**src/rtl/dfl_pkg.sv**
```systemverilog
package dfl_pkg;
  localparam int NLINK = 4;
  localparam int NPORT = 5;
  localparam int SRC_W = 3;

  typedef enum logic [2:0] {
    P_N = 3'd0,
    P_E = 3'd1,
    P_S = 3'd2,
    P_W = 3'd3,
    P_L = 3'd4
  } port_e;

  localparam logic [SRC_W-1:0] SRC_INJ = 3'd4;
  localparam logic [NPORT-1:0] MESH_MASK = 5'b01111;
endpackage

```
**src/rtl/dfl_route.sv**
```systemverilog
module dfl_route
  import dfl_pkg::*;
#(
  parameter int CW = 3
) (
  input  logic          mdr,
  input  logic [CW-1:0] cur_x,
  input  logic [CW-1:0] cur_y,
  input  logic [CW-1:0] dst_x,
  input  logic [CW-1:0] dst_y,
  output logic [NPORT-1:0] want
);
  logic x_go, y_go;

  always_comb begin
    x_go = (dst_x != cur_x);
    y_go = (dst_y != cur_y);
    want = '0;
    if (!x_go && !y_go) begin
      want[P_L] = 1'b1;
    end else if (mdr) begin
      want[P_E] = dst_x > cur_x;
      want[P_W] = dst_x < cur_x;
      want[P_N] = dst_y > cur_y;
      want[P_S] = dst_y < cur_y;
    end else if (x_go) begin
      want[P_E] = dst_x > cur_x;
      want[P_W] = dst_x < cur_x;
    end else begin
      want[P_N] = dst_y > cur_y;
      want[P_S] = dst_y < cur_y;
    end
  end
endmodule

```
**src/rtl/dfl_age_rank.sv**
```systemverilog
module dfl_age_rank #(
  parameter int N  = 4,
  parameter int AW = 8,
  localparam int RW = (N > 1) ? $clog2(N) : 1
) (
  input  logic [N-1:0]    valid,
  input  logic [N*AW-1:0] age,
  output logic [N*RW-1:0] rank
);
  for (genvar gi = 0; gi < N; gi++) begin : g_rank
    int ahead;
    always_comb begin
      ahead = 0;
      for (int j = 0; j < N; j++) begin
        if (j != gi && valid[j]) begin
          if ((age[j*AW +: AW] > age[gi*AW +: AW]) ||
              ((age[j*AW +: AW] == age[gi*AW +: AW]) && (j < gi)))
            ahead = ahead + 1;
        end
      end
      rank[gi*RW +: RW] = RW'(ahead);
    end
  end
endmodule

```
**src/rtl/dfl_match.sv**
```systemverilog
module dfl_match
  import dfl_pkg::*;
#(
  parameter int N  = 4,
  localparam int RW = (N > 1) ? $clog2(N) : 1
) (
  input  logic [N-1:0]       valid,
  input  logic [N*RW-1:0]    rank,
  input  logic [N*NPORT-1:0] want,
  input  logic [NLINK-1:0]   link_ok,
  input  logic               inj_valid,
  input  logic [NPORT-1:0]   inj_want,
  output logic [NPORT-1:0]   oval,
  output logic [NPORT*SRC_W-1:0] osrc,
  output logic [N-1:0]       defl,
  output logic               inj_ok,
  output logic               inj_stall
);
  function automatic logic [2:0] first_set(input logic [NPORT-1:0] m);
    logic [2:0] r;
    r = '0;
    for (int b = NPORT - 1; b >= 0; b--)
      if (m[b]) r = 3'(b);
    return r;
  endfunction

  logic [NPORT-1:0] freem;
  logic [NPORT-1:0] cand;
  logic [2:0]       p;

  always_comb begin
    freem     = {1'b1, link_ok};
    cand      = '0;
    p         = '0;
    oval      = '0;
    osrc      = '0;
    defl      = '0;
    inj_ok    = 1'b0;
    inj_stall = 1'b0;
    for (int k = 0; k < N; k++) begin
      for (int i = 0; i < N; i++) begin
        if (valid[i] && (rank[i*RW +: RW] == RW'(k))) begin
          cand = want[i*NPORT +: NPORT] & freem;
          if (cand != '0) begin
            p = first_set(cand);
          end else begin
            p = first_set(freem & MESH_MASK);
            defl[i] = 1'b1;
          end
          oval[p] = 1'b1;
          osrc[int'(p)*SRC_W +: SRC_W] = SRC_W'(i);
          freem[p] = 1'b0;
        end
      end
    end
    if (inj_valid) begin
      cand = inj_want & freem;
      if (cand == '0) cand = freem & MESH_MASK;
      if (cand != '0) begin
        p = first_set(cand);
        oval[p] = 1'b1;
        osrc[int'(p)*SRC_W +: SRC_W] = SRC_INJ;
        inj_ok = 1'b1;
      end else begin
        inj_stall = 1'b1;
      end
    end
  end
endmodule

```
**src/rtl/dfl_alloc.sv**
```systemverilog
module dfl_alloc
  import dfl_pkg::*;
#(
  parameter int MESH_DIM = 8,
  parameter int AGE_W    = 8,
  localparam int CW      = $clog2(MESH_DIM)
) (
  input  logic                     clk,
  input  logic                     rst_n,
  input  logic                     cfg_mdr,
  input  logic [CW-1:0]            node_x,
  input  logic [CW-1:0]            node_y,
  input  logic [NLINK-1:0]         in_valid,
  input  logic [NLINK*CW-1:0]      in_dst_x,
  input  logic [NLINK*CW-1:0]      in_dst_y,
  input  logic [NLINK*AGE_W-1:0]   in_age,
  input  logic                     inj_valid,
  input  logic [CW-1:0]            inj_dst_x,
  input  logic [CW-1:0]            inj_dst_y,
  output logic [NPORT-1:0]         out_valid,
  output logic [NPORT*SRC_W-1:0]   out_src,
  output logic [NLINK-1:0]         out_defl,
  output logic                     inj_grant,
  output logic                     inj_stall
);
  localparam int RW = $clog2(NLINK);
  localparam logic [CW-1:0] EDGE_HI = CW'(MESH_DIM - 1);

  // reset: asserted asynchronously, released through two flops
  logic rst_meta, rst_ok;
  always_ff @(posedge clk or negedge rst_n) begin
    if (!rst_n) begin
      rst_meta <= 1'b0;
      rst_ok   <= 1'b0;
    end else begin
      rst_meta <= 1'b1;
      rst_ok   <= rst_meta;
    end
  end

  // links that exist at this node
  logic [NLINK-1:0] link_ok;
  logic [NLINK-1:0] v_eff;
  always_comb begin
    link_ok[P_N] = node_y != EDGE_HI;
    link_ok[P_E] = node_x != EDGE_HI;
    link_ok[P_S] = node_y != '0;
    link_ok[P_W] = node_x != '0;
    v_eff        = in_valid & link_ok;
  end

  // productive directions per arriving flit and for injection
  logic [NLINK*NPORT-1:0] want;
  logic [NPORT-1:0]       inj_want;

  for (genvar gi = 0; gi < NLINK; gi++) begin : g_route
    dfl_route #(.CW(CW)) u_route (
      .mdr   (cfg_mdr),
      .cur_x (node_x),
      .cur_y (node_y),
      .dst_x (in_dst_x[gi*CW +: CW]),
      .dst_y (in_dst_y[gi*CW +: CW]),
      .want  (want[gi*NPORT +: NPORT])
    );
  end

  dfl_route #(.CW(CW)) u_route_inj (
    .mdr   (cfg_mdr),
    .cur_x (node_x),
    .cur_y (node_y),
    .dst_x (inj_dst_x),
    .dst_y (inj_dst_y),
    .want  (inj_want)
  );

  // age ordering ahead of the matching chain
  logic [NLINK*RW-1:0] rank;
  dfl_age_rank #(.N(NLINK), .AW(AGE_W)) u_rank (
    .valid (v_eff),
    .age   (in_age),
    .rank  (rank)
  );

  logic [NPORT-1:0]       oval_d;
  logic [NPORT*SRC_W-1:0] osrc_d;
  logic [NLINK-1:0]       defl_d;
  logic                   igrant_d, istall_d;

  dfl_match #(.N(NLINK)) u_match (
    .valid     (v_eff),
    .rank      (rank),
    .want      (want),
    .link_ok   (link_ok),
    .inj_valid (inj_valid),
    .inj_want  (inj_want),
    .oval      (oval_d),
    .osrc      (osrc_d),
    .defl      (defl_d),
    .inj_ok    (igrant_d),
    .inj_stall (istall_d)
  );

  // output stage: load on new work or to clear a busy result
  logic load_en;
  always_comb begin
    load_en = (|v_eff) | inj_valid | (|out_valid) | inj_grant | inj_stall;
  end

  always_ff @(posedge clk or negedge rst_ok) begin
    if (!rst_ok) begin
      out_valid <= '0;
      out_src   <= '0;
      out_defl  <= '0;
      inj_grant <= 1'b0;
      inj_stall <= 1'b0;
    end else if (load_en) begin
      out_valid <= oval_d;
      out_src   <= osrc_d;
      out_defl  <= defl_d;
      inj_grant <= igrant_d;
      inj_stall <= istall_d;
    end
  end
endmodule

```
**config.mk**
```make
export PLATFORM = sky130hd
export DESIGN_NAME = dfl_alloc
export DESIGN_NICKNAME = d
export VERILOG_FILES = /design/src/rtl/dfl_pkg.sv /design/src/rtl/dfl_route.sv /design/src/rtl/dfl_age_rank.sv /design/src/rtl/dfl_match.sv /design/src/rtl/dfl_alloc.sv
export SDC_FILE = /design/constraint.sdc
export NUM_CORES = 1
export LEC_CHECK = 0
export ABC_AREA = 1
export CAP_MARGIN = 15
export CELL_PAD_IN_SITES_DETAIL_PLACEMENT = 1
export CELL_PAD_IN_SITES_GLOBAL_PLACEMENT = 2
export CORE_MARGIN = 2
export CORE_UTILIZATION = 33
export CTS_CLUSTER_SIZE = 14
export DETAILED_ROUTE_END_ITERATION = 8
export GPL_TIMING_DRIVEN = 0
export PLACE_DENSITY_LB_ADDON = 0.1
export SYNTH_ARGS = -nofsm -noshare
export SYNTH_HDL_FRONTEND = slang
export SYNTH_SLANG_ARGS = --single-unit
```
**constraint.sdc**
```tcl
create_clock -name clk -period 1.25 [get_ports clk]
set_input_delay 0.25 -clock clk [delete_from_list [all_inputs] [get_ports clk]]
set_output_delay 0.25 -clock clk [all_outputs]
set_load 0.005 [all_outputs]
```
==> load_flow_metrics.sql <==
INSERT INTO impl_metrics (metric_group, metric, value, unit) VALUES
('clock_network', 'clock-root-buffer', 'sky130_fd_sc_hd__clkbuf_16', ''),
('setup_path', 'rr_worst_depth', '8', ''),
('placed_design', 'dp.final_hpwl', '34000', 'um'),
('synth', 'ffs_w_async_s_r_synth', '1.00', ''),
('floorplan', 'floorplan.io_pins', '102', ''),
('route', 'vias_per_cell', '5.45', ''),
('synth', 'synth-main-ff-cell', 'sky130_fd_sc_hd__dfrtp_1', ''),
('clock_network', 'ctsHtreeMaxLevel', '1', ''),
('route', 'met3_length', '2210', 'um'),
('clock_network', 'cts_tree', 'done', ''),
('placed_design', 'place.port_buffers', '101', ''),
('synth', 'synth-seq-cells', '28', ''),
('timing', 'tightestPinTransition', '1.46', 'ns'),
('synth', 'synth_fp_nets', '1867', ''),
('floorplan', 'dieWidth', '173', 'um'),
('final_layout', 'layout-drive-gt1-share', '0.448', ''),
('setup_path', 'critical_path.most_common_cell', 'sky130_fd_sc_hd__nand2_2', ''),
('synth', 'synth-warning-count', '0', ''),
('floorplan', 'core', '0.0279', 'mm^2'),
('final_layout', 'area_growth', '68.1', '%'),
('floorplan', 'initial_utilization', '0.338', ''),
('outcome', 'violations', 'negative setup slack', ''),
('synth', 'synthTopCellsByArea', 'sky130_fd_sc_hd__nand2_1 19%, sky130_fd_sc_hd__ha_1 18%, sky130_fd_sc_hd__nand3_1 12%, sky130_fd_sc_hd__inv_1 11%, sky130_fd_sc_hd__dfrtp_1 7.4%', ''),
('route', 'detail_route.first_pass.iterations', '5', ''),
('job', 'cap_viol_max_count', '0', ''),
('timing', 'setup_slack_after_layout', '-13.86', 'ns'),
('placed_design', 'gp_congestion', '0.932', ''),
('synth', 'netlist_area', '0.00943', 'mm^2'),
('timing', 'final.period_utilization', '12.1', ''),
('setup_path', 'timing_worst_setup_path_type', 'in -> reg', ''),
('outcome', 'status', 'finished, violations left', ''),
('setup_path', 'critPathArrivalTime', '15.25', 'ns'),
('route', 'vias', '12887', ''),
('worst_hold_path', 'hold_path_class', 'reg -> async', ''),
('setup_path', 'reg2reg_from', 'out_valid[1]$_DFFE_PN0P_', ''),
('final_layout', 'final_cell_area', '0.0158', 'mm^2'),
('power_and_ir_drop', 'report.power.total', '33.6', 'mW'),
('route', 'met2_routed_length', '24600', 'um'),
('timing', 'timing.fmax', '0.0662', 'GHz'),
('clock_network', 'cts_hold_repair.buffers', '0', ''),
('timing', 'finalSetupViolations', '26', ''),
('timing', 'period_needed', '15.11', 'ns'),
('setup_path', 'reg2reg_setup_slack', '-1.14', 'ns'),
('power_and_ir_drop', 'leakage', '7.98', 'nW'),
('timing', 'max-slew-margin-rel', '0.0263', ''),
('synth', 'share_of_the_yosys_chip_area_belonging_to_registers', '0.0743', ''),
('synth', 'synthesis.instances', '1657', ''),
('global_route', 'grt_util_all_layers', '0.300', ''),
('global_route', 'grt_max_degree', '27', ''),
('clock_network', 'cts-root-to-sink-buffers', '2', ''),
('route', 'route.antenna.remaining_nets', '0', ''),
('route', 'highest_layer', 'met4', ''),
('synth', 'synth_top_area_frac', '0.193', ''),
('setup_path', 'worstPathRequired', '1.40', 'ns'),
('route', 'remaining_design_rule_violation_count', '0', ''),
('floorplan', 'die_height', '173', 'um'),
('floorplan', 'total_die_area', '0.0299', 'mm^2'),
('final_layout', 'n_antenna_cell', '0', ''),
('clock_network', 'cts.clk_slew.worst_paths', '0.07', 'ns'),
('timing', 'clock_skew', '0.00382', 'ns'),
('synth', 'largest_area_contributor_in_the_netlist', 'sky130_fd_sc_hd__nand2_1', ''),
('power_and_ir_drop', 'vdd.ir_drop.worst', '0.787', 'mV'),
('clock_network', 'cts_buffer_count', '3', ''),
('setup_path', 'timing.rr.end', 'out_src[13]$_DFFE_PN0P_', ''),
('global_route', 'grt_remaining_overflow', '0', ''),
('power_and_ir_drop', 'power.density', '2120', 'mW/mm^2'),
('synth', 'synth-edff-count', '0', ''),
('placed_design', 'placedInstanceArea', '0.0116', 'mm^2'),
('synth', 'syn_area_per_cell', '5.69', 'um^2'),
('setup_path', 'timing.critical_path.from_type', 'input port', ''),
('route', 'routed_wl', '50200', 'um');
-- registers in the layout (all words and copies together) (netlist names) --
register / cells
rst_ok: 1
rst_meta: 1
out_valid: 5
out_defl: 4
inj_grant: 1
out_src: 15
inj_stall: 1
-- synth_stat cells (all sizes together) (3+ instances only) --
cell and count:
a211oi 4, a21boi 3, a21o 3, a21oi 76, a31o 3, a31oi 22, clkinv 4, dfrtp 28
ha 134, inv 302, nand2 536, nand3 250, nand4 41, nor2 150, nor3 10, nor4 4
o211ai 3, o21ai 21, o21bai 3, o221ai 10, o31ai 7, or2 3, xnor2 8, xor2 10
-- through the flow --
| stage | TNS, ns | instances | utilization | hold slack [ns] | worst slack [ns] |
|---|---|---|---|---|---|
| finish | -344.58 | 2364 | 0.567 | 0.110 | -13.86 |
| global route | -363.93 | 2364 | 0.567 | 0.135 | -14.64 |
| CTS | -315.19 | 2305 | 0.525 | 0.150 | -12.68 |
| detailed placement | -373.19 | 2137 | 0.416 | 0.355 | -15.04 |
| global placement | -378.24 | 2136 | 0.415 | 0.343 | -15.22 |
| floorplan | -272.94 | 1657 | - | -0.0456 | -11.10 |
-- worst max-delay path by stage --
stage,startpoint,endpoint,slack (ns),depth (start not counted)
2_1_floorplan,in_age[5],out_src[13]$_DFFE_PN0P_,-11.10,116
3_3_place_gp,node_x[1],out_src[12]$_DFFE_PN0P_,-15.22,109
3_5_place_dp,in_age[5],out_src[13]$_DFFE_PN0P_,-15.04,125
4_1_cts,in_age[5],out_src[12]$_DFFE_PN0P_,-12.68,120
5_1_grt,in_dst_y[0],out_src[12]$_DFFE_PN0P_,-14.64,122
6_report,in_dst_y[0],out_src[12]$_DFFE_PN0P_,-13.86,130
-- repair_timing --
action / CTS / global route
setup endpoints to repair: 52 / 26
gates cloned: 0 / 0
buffers inserted: 167 / 58
pin swaps: 238 / 212
gates resized for setup: 569 / 176
-- logic make-up after synthesis --
| group | Yosys count | synth area share |
|---|---|---|
| AOI/OAI and AO/OA | 166 | 0.113 |
| xor gates and xnor gates | 18 | 0.0167 |
| adders and majority gates | 134 | 0.178 |
| buffers and inverters | 310 | 0.125 |
| DFF | 28 | 0.0743 |
| other | 1 | 0.000398 |
| and+or+nand+nor | 1000 | 0.492 |
-- cell usage in the layout (no fill, tap or decap), types with 4 or more instances in the layout --
cell,synthesis,routed
sky130_fd_sc_hd__a31oi_1,22,22
sky130_fd_sc_hd__a21oi_4,2,18
sky130_fd_sc_hd__nand2_2,47,132
sky130_fd_sc_hd__o21ai_2,1,6
sky130_fd_sc_hd__inv_4,0,25
sky130_fd_sc_hd__nand3_4,0,79
sky130_fd_sc_hd__o21ai_1,10,6
sky130_fd_sc_hd__xnor2_1,8,7
sky130_fd_sc_hd__buf_4,1,209
sky130_fd_sc_hd__o221ai_1,10,10
sky130_fd_sc_hd__dlygate4sd2_1,0,38
sky130_fd_sc_hd__clkdlybuf4s50_1,0,35
sky130_fd_sc_hd__o21ai_0,10,7
sky130_fd_sc_hd__xor2_1,10,9
sky130_fd_sc_hd__dfrtp_1,28,28
sky130_fd_sc_hd__nand3_1,218,89
sky130_fd_sc_hd__nor4_1,4,4
sky130_fd_sc_hd__nor2_4,6,50
sky130_fd_sc_hd__nand4_1,40,40
sky130_fd_sc_hd__ha_1,134,110
sky130_fd_sc_hd__nand2_4,3,92
sky130_fd_sc_hd__buf_6,0,15
sky130_fd_sc_hd__inv_2,36,54
sky130_fd_sc_hd__nor2_2,28,24
sky130_fd_sc_hd__inv_1,266,220
sky130_fd_sc_hd__o31ai_1,7,7
sky130_fd_sc_hd__nand2_1,486,310
sky130_fd_sc_hd__nor3_1,10,9
sky130_fd_sc_hd__nor2_1,116,76
sky130_fd_sc_hd__a21oi_2,9,17
sky130_fd_sc_hd__a21oi_1,65,41
sky130_fd_sc_hd__buf_2,0,21
sky130_fd_sc_hd__nand3_2,32,82
sky130_fd_sc_hd__ha_4,0,23
-- cell type report --
type / instances / area [um^2]
Clock inverter: 1 / 30.0
Timing Repair Buffer: 325 / 2630
Fill cell: 3569 / 12100
Clock buffer: 3 / 75.1
Multi-Input combinational cell: 1319 / 10700
Tap cell: 378 / 473
Sequential cell: 28 / 701
Buffer: 4 / 33.8
Inverter: 306 / 1250
-- metal layers --
layer,global-route usage,vias up
li1,-,6091
met1,0.370,6281
met2,0.541,398
met3,0.0237,117
met4,0.115,0
met5,0,-
-- where the power goes --
group          leakage (nW)  switching [mW]  internal, mW
Combinational          7.56            19.1          12.2
Clock                0.0511           0.325         0.638
Sequential            0.370           0.181          1.21
(Power assumes the default switching activity.)
